--- src/rtl/irq_pkg.sv ---
package irq_pkg;
  localparam int NSRC = 3;
  localparam int SRC_PF  = 0;
  localparam int SRC_ALM = 1;
  localparam int SRC_WDT = 2;

  typedef struct packed {
    logic oe;
    logic val;
  } pin_drv_t;

  // Pin driver for an interrupt state under the chosen mode
  function automatic pin_drv_t pin_drive(input logic active, input logic pol_hi,
                                         input logic pwr_good);
    pin_drv_t d;
    if (pol_hi) begin
      d.oe  = pwr_good;
      d.val = pwr_good & active;
    end else begin
      d.oe  = active;
      d.val = 1'b0;
    end
    return d;
  endfunction

  function automatic logic [7:0] pack_flags(input logic [NSRC-1:0] f, input logic osc);
    return {f[SRC_WDT], f[SRC_ALM], f[SRC_PF], osc, 4'b0000};
  endfunction
endpackage

--- src/rtl/irq_flag_bank.sv ---
module irq_flag_bank #(
  parameter int N = 3
) (
  input  logic         clk,
  input  logic         rst_n,
  input  logic [N-1:0] evt,
  input  logic         rd,
  output logic [N-1:0] flag
);
  for (genvar i = 0; i < N; i++) begin : g_flag
    always_ff @(posedge clk or negedge rst_n) begin
      if (!rst_n)      flag[i] <= 1'b0;
      else if (evt[i]) flag[i] <= 1'b1;
      else if (rd)     flag[i] <= 1'b0;
    end

    a_r2_evt_sets: assert property (@(posedge clk) disable iff (!rst_n)
      evt[i] |=> flag[i]);
    a_r3_rd_clears: assert property (@(posedge clk) disable iff (!rst_n)
      (rd && !evt[i]) |=> !flag[i]);
    a_r4_evt_wins: assert property (@(posedge clk) disable iff (!rst_n)
      (rd && evt[i]) |=> flag[i]);
  end
endmodule

--- src/rtl/irq_pulse_timer.sv ---
module irq_pulse_timer #(
  parameter int PULSE_W = 4
) (
  input  logic clk,
  input  logic rst_n,
  input  logic trig,
  output logic busy
);
  localparam int CW = $clog2(PULSE_W + 1);
  localparam logic [CW-1:0] LOAD = CW'(PULSE_W);

  logic [CW-1:0] cnt;

  always_ff @(posedge clk or negedge rst_n) begin
    if (!rst_n)         cnt <= '0;
    else if (trig)      cnt <= LOAD;
    else if (cnt != '0) cnt <= cnt - 1'b1;
  end

  assign busy = (cnt != '0);

  a_r6_reload: assert property (@(posedge clk) disable iff (!rst_n)
    trig |=> (cnt == LOAD));
  a_r6_count_down: assert property (@(posedge clk) disable iff (!rst_n)
    (!trig && busy) |=> (cnt == $past(cnt) - 1'b1));
endmodule

--- src/rtl/irq_pin_ctrl.sv ---
module irq_pin_ctrl
  import irq_pkg::*;
#(
  parameter int PULSE_W = 4
) (
  input  logic       clk,
  input  logic       rst_n,
  input  logic       wdt_evt,
  input  logic       alm_evt,
  input  logic       pfail_evt,
  input  logic       osc_stopped,
  input  logic [2:0] src_en,
  input  logic       pol_hi,
  input  logic       pulse_mode,
  input  logic       pwr_good,
  input  logic       flags_rd,
  output logic [7:0] flags_q,
  output logic       irq_oe,
  output logic       irq_out
);
  logic [NSRC-1:0] evt_vec;
  logic [NSRC-1:0] flag_vec;
  logic            evt_armed;    // an enabled event this cycle
  logic            level_req;    // an enabled flag is set
  logic            pulse_busy;
  logic            irq_active;
  pin_drv_t        drv;

  always_comb begin
    evt_vec          = '0;
    evt_vec[SRC_WDT] = wdt_evt;
    evt_vec[SRC_ALM] = alm_evt;
    evt_vec[SRC_PF]  = pfail_evt;
  end

  irq_flag_bank #(.N(NSRC)) u_flags (
    .clk(clk), .rst_n(rst_n), .evt(evt_vec), .rd(flags_rd), .flag(flag_vec)
  );

  assign evt_armed = |(evt_vec & src_en);
  assign level_req = |(flag_vec & src_en);

  irq_pulse_timer #(.PULSE_W(PULSE_W)) u_pulse (
    .clk(clk), .rst_n(rst_n), .trig(evt_armed), .busy(pulse_busy)
  );

  assign irq_active = pulse_mode ? pulse_busy : level_req;
  assign drv        = pin_drive(irq_active, pol_hi, pwr_good);
  assign irq_oe     = drv.oe;
  assign irq_out    = drv.val;
  assign flags_q    = pack_flags(flag_vec, osc_stopped);

  a_r8_no_drive_unpowered: assert property (@(posedge clk) disable iff (!rst_n)
    (pol_hi && !pwr_good) |-> !irq_oe);
  a_r9_od_never_high: assert property (@(posedge clk) disable iff (!rst_n)
    !pol_hi |-> !(irq_oe && irq_out));
  a_r10_masked_no_pulse: assert property (@(posedge clk) disable iff (!rst_n)
    (pulse_mode && !pulse_busy && !evt_armed) |=> !pulse_busy);
  a_r5_level_follows: assert property (@(posedge clk) disable iff (!rst_n)
    (!pulse_mode && pol_hi && pwr_good) |-> (irq_out == level_req));
endmodule

--- config.mk ---
export PLATFORM = sky130hd
export DESIGN_NAME = irq_pin_ctrl
export DESIGN_NICKNAME = d
export VERILOG_FILES = /design/src/rtl/irq_pkg.sv /design/src/rtl/irq_flag_bank.sv /design/src/rtl/irq_pulse_timer.sv /design/src/rtl/irq_pin_ctrl.sv
export SDC_FILE = /design/constraint.sdc
export NUM_CORES = 1
export LEC_CHECK = 0
export ABC_AREA = 1
export BUFFER_PORTS_ARGS = -buffer_cell sky130_fd_sc_hd__buf_4
export CAP_MARGIN = 30
export CORE_AREA = 5 5 42 44
export CTS_CLUSTER_DIAMETER = 80
export DETAILED_ROUTE_END_ITERATION = 10
export DIE_AREA = 0 0 47 49
export SYNTH_ARGS = -nofsm -noshare
export SYNTH_HDL_FRONTEND = slang
export SYNTH_SLANG_ARGS = --single-unit
--- constraint.sdc ---
create_clock -name clk -period 3.6 [get_ports clk]
set_clock_uncertainty 0.05 [all_clocks]
set_input_delay 0.72 -clock clk [delete_from_list [all_inputs] [get_ports clk]]
set_output_delay 0.72 -clock clk [all_outputs]
set_load 0.005 [all_outputs]
After elaboration in Yosys (flattened, before gate mapping) --
Index checks and enable logic that the tools add are counted.
Operators by class: add/subtract/negate cells 1, muxes and demuxes 8, bitwise logic cells 3, reductions and logical operators 7
Operators with widths (count):
- nonzero test 2 bit | 4
- bitwise AND 3 bit | 2
- two-way mux 3 bit | 2
- OR reduction 3 bit | 2
- two-way mux 1 bit | 5
- nonzero test 3 bit | 1
- subtractor 3 x 1 -> 3 bit, second input constant | 1
- two-way mux 2 bit | 1
- bitwise AND 1 bit | 1
Word-level totals: flip-flop bits (word level) 6, input bits 13

Depth between registers and ports, before layout --
Gate-level depths: netlist of run 1.
depth after elaboration 5, depth in mapped cells 7, mapped depth without buffers 7

By module --
A second synthesis of run 1 with hierarchy kept.
Unflattened totals: cells, all modules 59, area total of the unflattened synthesis 410.4 um^2
By module, submodules not included:
- irq_pulse_timer | instances 1, cells an instance 22, area each 173.9 um^2, sequential area each 75.1 um^2
- irq_pin_ctrl | instances 1, cells an instance 24, area each 123.9 um^2, sequential area each 0.0 um^2
- irq_flag_bank | instances 1, cells an instance 13, area each 112.6 um^2, sequential area each 75.1 um^2

Worst setup path after synthesis of run 1 --
No wires, ideal clock.
kind in2out, start point input port src_en[1], end point output port irq_out, arrival time 1.036 ns, required time 2.830 ns, setup slack 1.794 ns, stages on the path 6, buffers on the path 0, path through nand2_1 -> nand2_1 -> inv_1 -> nand2_1 -> nand2_1 -> nor2_1
Between the ends: word-level cells in the longest chain between the ends 5
RTL lines:
- start, declared | line irq_pin_ctrl.sv:12 | input logic [2:0] src_en,
- bitwise AND 3 bit | line irq_pin_ctrl.sv:41 | assign level_req = |(flag_vec & src_en);
- OR reduction 3 bit | line irq_pin_ctrl.sv:41
- two-way mux 1 bit | line irq_pin_ctrl.sv:47 | assign irq_active = pulse_mode ? pulse_busy : level_req;
- bitwise AND 1 bit | line irq_pkg.sv:18 | d.val = pwr_good & active;
- two-way mux 2 bit | line irq_pkg.sv:16 | if (pol_hi) begin
- end, declared | line irq_pin_ctrl.sv:19 | output logic irq_out
No other way between the ends.

Final worst setup path of run 1 --
start point register u_pulse.cnt[0], end point output port irq_oe
Between the ends: word-level cells in the longest chain between the ends 3
RTL lines:
- start, declared | line irq_pulse_timer.sv:12 | logic [CW-1:0] cnt;
- start signal, assigned | line irq_pulse_timer.sv:17 | else if (cnt != '0) cnt <= cnt - 1'b1;
- nonzero test 3 bit | line irq_pulse_timer.sv:20 | assign busy = (cnt != '0);
- two-way mux 1 bit | line irq_pin_ctrl.sv:47
- two-way mux 2 bit | line irq_pkg.sv:16
- end, declared | line irq_pin_ctrl.sv:18 | output logic irq_oe,
No other way between the ends.

==> results of run 1 <==
-- logic make-up (layout without fill, tap and decap cells) --
| family | count (synthesis) | count (layout) | synth area share (%) |
|---|---|---|---|
| AOI/OAI and AO/OA | 7 | 7 | 11.6 |
| xor gates and xnor gates | 1 | 1 | 2.25 |
| and+or+nand+nor | 19 | 19 | 20.9 |
| adders and majority gates | 2 | 2 | 6.43 |
| other | 1 | 4 | 0.964 |
| buffers and inverters | 15 | 29 | 19.3 |
| DFF | 6 | 6 | 38.6 |
-- per-stage QoR --
step / setup slack (ns) / cell area [um^2] / utilization, % / hold slack (ns)
2_1_floorplan: 1.79 / 400 / - / 0.374
3_3_place_gp: 1.53 / 503 / 35.9 / 0.474
3_5_place_dp: 1.54 / 503 / 35.9 / 0.477
4_1_cts: 1.41 / 526 / 37.5 / 0.216
5_1_grt: 1.29 / 526 / 37.5 / 0.213
6_report: 1.44 / 526 / 37.5 / 0.222
-- registers in the layout, summed over array words and instances, names as in the netlist --
| signal | count |
|---|---|
| u_flags.flag | 3 |
| u_pulse.cnt | 3 |
-- power breakdown --
part / switching [W] / internal (W)
registers: 0.0000126 / 0.0000837
clock network: 0.0000274 / 0.0000379
logic: 0.0000504 / 0.0000479
-- Yosys cell counts --
cell type	number	area (um^2)
a21oi_1	3	15.0
buf_4	5	37.5
conb_1	1	3.75
dfrtp_1	6	150
ha_1	2	25.0
inv_1	10	37.5
nand2_1	15	56.3
nand3_1	2	10.0
nor2_1	1	3.75
nor2_4	1	11.3
o21bai_1	4	30.0
xnor2_1	1	8.76
-- area by class of cell --
type                    count  area [um^2]
clock buffers               3         22.5
fillers                   156          876
inverters                  10         37.5
multi-input cells          33          175
flip-flops and latches      6          150
well taps                  16         20.0
repair buffers             16          120
-- cell usage in the layout, fill, tap and decap left out --
| master | n |
|---|---|
| o21bai_1 | 4 |
| dfrtp_1 | 6 |
| xnor2_1 | 1 |
| a21oi_1 | 3 |
| buf_4 | 16 |
| clkbuf_4 | 3 |
| inv_1 | 10 |
| nand3_1 | 2 |
| nand2_1 | 15 |
| nor2_4 | 1 |
| conb_1 | 4 |
| ha_1 | 2 |
| nor2_1 | 1 |
-- worst min path at each step --
stage,endpoint,cells past startpoint,from
floorplan,u_flags.flag[0]$_DFFE_PN0P_,0,rst_n
global placement,u_pulse.cnt[0]$_DFFE_PN0P_,2,u_pulse.cnt[0]$_DFFE_PN0P_
detailed placement,u_pulse.cnt[1]$_DFFE_PN0P_,1,rst_n
CTS,u_flags.flag[2]$_DFFE_PN0P_,1,rst_n
global route,u_flags.flag[1]$_DFFE_PN0P_,1,rst_n
finish,u_flags.flag[1]$_DFFE_PN0P_,1,rst_n
-- critical path: stages (launching register included) --
cell	delay [ns]
dfrtp_1	0.37
inv_1	0.10
ha_1	0.15
inv_1	0.06
nor2_4	0.12
nand2_1	0.08
nand3_1	0.08
nand2_1	0.05
buf_4	0.13
-- routing by layer --
metal / track usage (%) / vias to the layer above / wire (um)
met2: 10.6 / 16 / 342
met5: 0 / - / 0
li1: - / 179 / -
met3: 4.43 / 0 / 114
met4: 5.53 / 0 / 0
met1: 11.0 / 142 / 379
==> impl_metrics.env, run 1 <==
export IMPL_syn_to_final_growth_pct=35.0
export IMPL_vdd_drop_max_mv=0.242
export IMPL_status="complete, no violations"
export IMPL_drtAntennaViolNets=0
export IMPL_grt_overflow_total=0
export IMPL_leakagePower_nw=0.306
export IMPL_start_util_pct=27.8
export IMPL_die_w_um=47
export IMPL_grt_pass1_vias=330
export IMPL_tritoncts="yes"
export IMPL_setup_tns_final_ns=0
export IMPL_fin_crit_ns=2.16
export IMPL_clk_latency_ns=0.25
export IMPL_core_area_um2=1400
export IMPL_clock_sinks=6
export IMPL_dr_pass1_iters=4
export IMPL_setup_violations=0
export IMPL_num_vias=337
export IMPL_r2r_start="u_pulse.cnt[0]$_DFFE_PN0P_"
export IMPL_cts_hold_buf=0
export IMPL_cts_resized=0
export IMPL_required_ns=2.83
export IMPL_final_cells=84
export IMPL_cp_end_kind="output pin"
export IMPL_cts_root_buf="clkbuf_4"
export IMPL_post_cts_buffers=0
export IMPL_dp_cells=81
export IMPL_numCtsBuffers=3
export IMPL_antennaDiodeCount=0
export IMPL_placementRows=14
export IMPL_critPathKind="flip-flop to output pin"
export IMPL_grt_use_total_pct=8.50
export IMPL_p_per_area_nw_per_um2=495
export IMPL_worstPathMaxFanout=5
export IMPL_finalPower_w=0.000260
export IMPL_clock_path_buffers=2
export IMPL_post_drt_via_cell_ratio=4.01
export IMPL_synthCells=51
export IMPL_nets=85
export IMPL_crit_path_start_kind="flip-flop"
export IMPL_cp_startpoint="u_pulse.cnt[0]$_DFFE_PN0P_"
export IMPL_yosysSeqAreaShare_pct=38.6
export IMPL_drive_gt1_share_pct=29.4
export IMPL_gp_congestion=0.733
export IMPL_hold_violations=0
export IMPL_synth_seq_cells=6
export IMPL_drc=0
export IMPL_drv_cap=0
export IMPL_finalMaxSlewViolations=0
export IMPL_ys_types=12
export IMPL_portBuffers=16
export IMPL_cp_arrival_ns=1.39
export IMPL_die_h_um=49
export IMPL_yosysWarningCount=0
export IMPL_dp_hpwl_um=693
export IMPL_reg2reg_to="u_pulse.cnt[1]$_DFFE_PN0P_"
export IMPL_r2r_slack_ns=2.46
export IMPL_syn_area_um2=389
export IMPL_fmaxAchievable_ghz=0.462
export IMPL_ios=23
export IMPL_die_area_um2=2300
export IMPL_fin_crit_sh_pct=60.1
export IMPL_htree_levels=1
export IMPL_crit_end="irq_oe"
export IMPL_reg2reg_depth=7
export IMPL_initialDrtViolationCount=8
export IMPL_wl_per_cell_um=9.96
export IMPL_clkTransAtPathRegs_ns=0.05
export IMPL_grt_max_degree=7
export IMPL_wl_um=837
export IMPL_grt_pass1_wl_mm=1.39
export IMPL_grt_antenna_before_repair=0
export IMPL_hp_class="input pin to asynchronous set/reset pin"
export IMPL_grt_setup_unrepaired="false"
export IMPL_avgSynthCellArea_um2=7.63
Note: power is estimated with default switching activity, not from simulation.
==> run 2: changes to the inputs <==
Clock period 3.6 ns to 1.9 ns, I/O delays scaled along.
==> run 2 against run 1 <==
  * First-iteration DRC count down 38%
  * Core utilization grew 1.3 points
  * Register-to-register slack got worse by 1.8 ns
  * Via count down 0.30%
  * Die area unchanged
  * Critical endpoint unchanged
  * Worst hold slack improved by 0.079 ns
  * Total power grew 93%
  * Count of clock-buffer cells in the layout stayed put
  * Sequential share of layout area down 0.92 points
  * Sequential cell count unchanged
  * Critical path depth unchanged
==> impl_metrics.env, run 2 (synthesis results as in run 1) <==
export IMPL_status="complete, no violations"
export IMPL_p_per_area_nw_per_um2=925
export IMPL_initialDrtViolationCount=5
export IMPL_clock_path_buffers=2
export IMPL_core_area_um2=1400
export IMPL_start_util_pct=27.8
export IMPL_antennaDiodeCount=0
export IMPL_dp_hpwl_um=702
export IMPL_fmaxAchievable_ghz=0.568
export IMPL_mostFrequentLayoutCell="buf_4"
export IMPL_portBuffers=16
export IMPL_intPower_w=0.000332
export IMPL_leakagePower_nw=0.316
export IMPL_multi_input_area_um2=175
export IMPL_drc=0
export IMPL_post_drt_via_cell_ratio=3.91
export IMPL_placementRows=14
export IMPL_cp_end_kind="output pin"
export IMPL_hp_class="input pin to flip-flop"
export IMPL_pwr_share_comb_pct=40.6
export IMPL_tritoncts="yes"
export IMPL_r2r_start="u_pulse.cnt[0]$_DFFE_PN0P_"
export IMPL_reg2reg_depth=8
export IMPL_setup_violations=0
export IMPL_clock_sinks=6
export IMPL_crit_end="irq_oe"
export IMPL_cts_root_buf="clkbuf_4"
export IMPL_vdd_drop_max_mv=0.313
export IMPL_fin_area_um2=543
export IMPL_cp_arrival_ns=1.33
export IMPL_grt_pass1_wl_mm=1.37
export IMPL_drive_gt1_share_pct=30.0
export IMPL_pre_cts_ws_ns=0.361
export IMPL_clock_power_share_pct=23.0
export IMPL_die_h_um=49
export IMPL_required_ns=1.47
export IMPL_cts_resized=0
export IMPL_finalPower_w=0.000502
export IMPL_cp_startpoint="u_pulse.cnt[0]$_DFFE_PN0P_"
export IMPL_clk_latency_ns=0.24
export IMPL_htree_levels=1
export IMPL_finalMaxSlewViolations=0
export IMPL_grt_pass1_vias=351
export IMPL_worstPathMaxFanout=3
export IMPL_fin_crit_ns=1.76
export IMPL_grt_setup_unrepaired="false"
export IMPL_r2r_slack_ns=0.68
export IMPL_gp_congestion=0.670
export IMPL_fillerInstances=159
export IMPL_critPathKind="flip-flop to output pin"
export IMPL_grt_overflow_total=0
export IMPL_syn_to_final_growth_pct=39.5
export IMPL_ios=23
export IMPL_dr_pass1_iters=2
export IMPL_grt_use_total_pct=8.15
export IMPL_grt_antenna_before_repair=0
export IMPL_p_sw_w=0.000170
export IMPL_largestRegisters="u_flags.flag: 3 flops, u_pulse.cnt: 3 flops"
export IMPL_wl_per_cell_um=9.51
export IMPL_numCtsBuffers=3
export IMPL_swShare_pct=33.8
export IMPL_placed_area_um2=503
export IMPL_fin_crit_sh_pct=92.6
export IMPL_crit_path_start_kind="flip-flop"
export IMPL_seq_area_um2=150
export IMPL_hold_violations=0
export IMPL_num_vias=336
export IMPL_wl_um=818
export IMPL_grt_max_degree=7
export IMPL_p_seq_share_pct=36.4
export IMPL_die_area_um2=2300
export IMPL_timing_final_ws_setup_ns=0.141
export IMPL_layout_common_cells="17 x buf_4, 15 x nand2_1, 10 x inv_1, 6 x dfrtp_1"
export IMPL_reg2reg_to="u_pulse.cnt[0]$_DFFE_PN0P_"
export IMPL_fin_util_pct=38.8
export IMPL_clkTransAtPathRegs_ns=0.05
export IMPL_drtAntennaViolNets=0
export IMPL_nets=87
export IMPL_setup_tns_final_ns=0
export IMPL_drv_cap=0
export IMPL_die_w_um=47
[run 2: cell types whose count changed in the layout (fill, tap and decap cells not counted), sizes merged]
cell / delta
dlygate4sd3: +1
buf: +1
[run 2: power by group through the flow]
stage	combinational, W	clock [W]	sequential [W]
3_5_place_dp	0.000192	0	0.000184
5_1_grt	0.000233	0.000128	0.000186
6_report	0.000204	0.000115	0.000183
4_1_cts	0.000195	0.000121	0.000183
3_3_place_gp	0.000191	0	0.000183
2_1_floorplan	0.000141	0	0.000181
[run 2: critical path: stages, from the launching register on]
cell and delay [ns]:
dfrtp_1 0.37, inv_1 0.09, ha_1 0.14, inv_1 0.06, nor2_4 0.10, nand2_1 0.07, nand3_1 0.08, nand2_1 0.05
buf_4 0.13
[run 2: routing by layer]
| metal | share of wire (%) | global-route usage (%) |
|---|---|---|
| met1 | 43 | 9.87 |
| met2 | 43 | 11.8 |
| met3 | 13 | 2.58 |
| met4 | 0 | 5.53 |
| met5 | 0 | 0 |
[run 2: repair_timing]
item / CTS / global route
buffers inserted: 0 / 1
hold buffers: 1 / 0
endpoints found under the setup margin: 0 / 1
endpoints found under the hold margin: 6 / 0
[run 2: how the worst min path moves through the flow]
stage / start / endpoint / cells after the start
after floorplan: rst_n / u_flags.flag[0]$_DFFE_PN0P_ / 0
after global placement: rst_n / u_pulse.cnt[2]$_DFFE_PN0P_ / 1
after detailed placement: rst_n / u_pulse.cnt[0]$_DFFE_PN0P_ / 1
after CTS: flags_rd / u_flags.flag[0]$_DFFE_PN0P_ / 2
after global routing: alm_evt / u_flags.flag[1]$_DFFE_PN0P_ / 2
final: flags_rd / u_flags.flag[0]$_DFFE_PN0P_ / 2
[run 2: per-stage QoR]
step	std cells	hold slack [ns]
4_1_cts	85	0.294
6_report	86	0.301
2_1_floorplan	54	0.0344
3_5_place_dp	81	0.144
3_3_place_gp	81	0.142
5_1_grt	86	0.298
[run 2: final cells by class]
class | instances | area share, %
multi-input cells | 33 | 32.3
flip-flops and latches | 6 | 27.6
repair buffers | 18 | 25.3
inverters | 10 | 6.91
clock buffers | 3 | 4.15
well taps | 16 | 3.69
==> run 3: changes to the inputs <==
Settings changed: RECOVER_POWER from default to 50.
==> run 3 against run 2 <==
  * Critical path depth is the same
  * Clock power is essentially flat
  * Wire length shrank 0.12%
  * Register-to-register slack is essentially flat
  * Cell area shrank 0.69%
  * Combinational power is essentially flat
  * Largest power group unchanged
==> impl_metrics.env, run 3 (synthesis results as in run 1) <==
export IMPL_cp_arrival_ns=1.33
export IMPL_vdd_drop_max_mv=0.313
export IMPL_htree_levels=1
export IMPL_portBuffers=16
export IMPL_cp_startpoint="u_pulse.cnt[0]$_DFFE_PN0P_"
export IMPL_multi_input_area_um2=175
export IMPL_wl_um=817
export IMPL_required_ns=1.47
export IMPL_numCtsBuffers=3
export IMPL_tritoncts="yes"
export IMPL_critPathKind="flip-flop to output pin"
export IMPL_syn_to_final_growth_pct=38.6
export IMPL_cp_end_kind="output pin"
export IMPL_hp_class="input pin to flip-flop"
export IMPL_path_cells="inv_1, ha_1, inv_1, nor2_4, nand2_1, nand3_1, nand2_1, buf_4"
export IMPL_clkTransAtPathRegs_ns=0.05
export IMPL_clock_sinks=6
export IMPL_grt_max_degree=7
export IMPL_fin_crit_sh_pct=92.6
export IMPL_layout_common_cells="16 x buf_4, 15 x nand2_1, 10 x inv_1, 6 x dfrtp_1"
export IMPL_grt_use_total_pct=8.15
export IMPL_r2r_slack_ns=0.68
export IMPL_fmaxAchievable_ghz=0.568
export IMPL_cp_depth=8
export IMPL_crit_slowest_cell="dfrtp_1"
export IMPL_die_h_um=49
export IMPL_wl_per_cell_um=9.50
export IMPL_placementRows=14
export IMPL_path_buf_inv=3
export IMPL_status="complete, no violations"
export IMPL_cts_root_buf="clkbuf_4"
export IMPL_hold_worst_slack_ns=0.301
export IMPL_finalMaxSlewViolations=0
export IMPL_seq_area_um2=150
export IMPL_reg2reg_depth=8
export IMPL_timing_final_ws_setup_ns=0.140
export IMPL_setup_violations=0
export IMPL_num_vias=336
export IMPL_crit_path_start_kind="flip-flop"
export IMPL_grt_overflow_total=0
export IMPL_setup_tns_final_ns=0
export IMPL_antennaDiodeCount=0
export IMPL_post_drt_via_cell_ratio=3.91
export IMPL_worstPathMaxFanout=3
export IMPL_fin_crit_ns=1.76
export IMPL_nets=87
export IMPL_hold_violations=0
export IMPL_drc=0
export IMPL_ios=23
export IMPL_crit_family="flip-flops"
export IMPL_core_area_um2=1400
export IMPL_fillerInstances=159
export IMPL_die_area_um2=2300
export IMPL_pre_cts_ws_ns=0.361
export IMPL_initialDrtViolationCount=5
export IMPL_drive_gt1_share_pct=28.6
export IMPL_mostFrequentLayoutCell="buf_4"
export IMPL_clk_latency_ns=0.24
export IMPL_cts_resized=0
export IMPL_drv_cap=0
export IMPL_fin_util_pct=38.5
export IMPL_grt_antenna_before_repair=0
export IMPL_r2r_start="u_pulse.cnt[0]$_DFFE_PN0P_"
export IMPL_grt_pass1_wl_mm=1.37
export IMPL_reg2reg_to="u_pulse.cnt[0]$_DFFE_PN0P_"
export IMPL_dr_pass1_iters=2
export IMPL_crit_end="irq_oe"
export IMPL_p_per_area_nw_per_um2=929
export IMPL_die_w_um=47
export IMPL_critPathMaxStageDelay_ns=0.37
export IMPL_leakagePower_nw=0.312
export IMPL_grt_pass1_vias=351
export IMPL_dp_hpwl_um=702
export IMPL_drtAntennaViolNets=0
export IMPL_largestRegisters="u_flags.flag: 3 flops, u_pulse.cnt: 3 flops"
export IMPL_gp_congestion=0.670
export IMPL_clock_path_buffers=2
export IMPL_grt_setup_unrepaired="false"
export IMPL_start_util_pct=27.8
## run 3: changes by cell type in the layout (fill, tap and decap cells not counted)
cell	delta
clkbuf_1	+1
buf_4	-1
## run 3: cell type report
type,count,area share (%)
Multi-Input combinational cell,33,32.5
Clock buffer,3,4.18
Timing Repair Buffer,18,24.8
Inverter,10,6.96
Tap cell,16,3.71
Sequential cell,6,27.8
## run 3: what timing repair did
| action | CTS | global route |
|---|---|---|
| hold buffers | 1 | 0 |
| endpoints found under the hold margin | 6 | 0 |
| setup endpoints to repair | 0 | 1 |
| setup buffers | 0 | 1 |
## run 3: worst register-to-register path, delay by kind of cell (launching register included)
family / cells / cell delay (ns)
buffers and inverters: 4 / 0.36
flip-flops: 1 / 0.33
AO/OA/AOI/OAI: 1 / 0.12
AND/OR/NAND/NOR: 2 / 0.10
adder cells (fa/ha/maj): 1 / 0.19
## run 3: metrics by stage
step | cells | total power, W | cell area (um^2)
final | 86 | 0.000501 | 539
after global placement | 81 | 0.000374 | 503
after CTS | 85 | 0.000499 | 536
after detailed placement | 81 | 0.000377 | 503
after global routing | 86 | 0.000546 | 539
after floorplan | 54 | 0.000323 | 400
## run 3: layer usage
layer  routed length [um]  global-route usage (%)
met5                    0                       0
met4                    0                    5.53
met3                  106                    2.58
met2                  355                    11.8
met1                  354                    9.87
## run 3: worst min path at each step
stage	from	end	slack (ns)	depth (start not counted)
final	flags_rd	u_flags.flag[0]$_DFFE_PN0P_	0.30	2
after global routing	alm_evt	u_flags.flag[1]$_DFFE_PN0P_	0.30	2
after CTS	flags_rd	u_flags.flag[0]$_DFFE_PN0P_	0.29	2
after detailed placement	rst_n	u_pulse.cnt[0]$_DFFE_PN0P_	0.14	1
after global placement	rst_n	u_pulse.cnt[2]$_DFFE_PN0P_	0.14	1
after floorplan	rst_n	u_flags.flag[0]$_DFFE_PN0P_	0.03	0
## run 3: power breakdown
group | internal [W] | switching, W
Combinational | 0.000101 | 0.000102
Clock | 0.0000713 | 0.0000442
Sequential | 0.000159 | 0.0000238
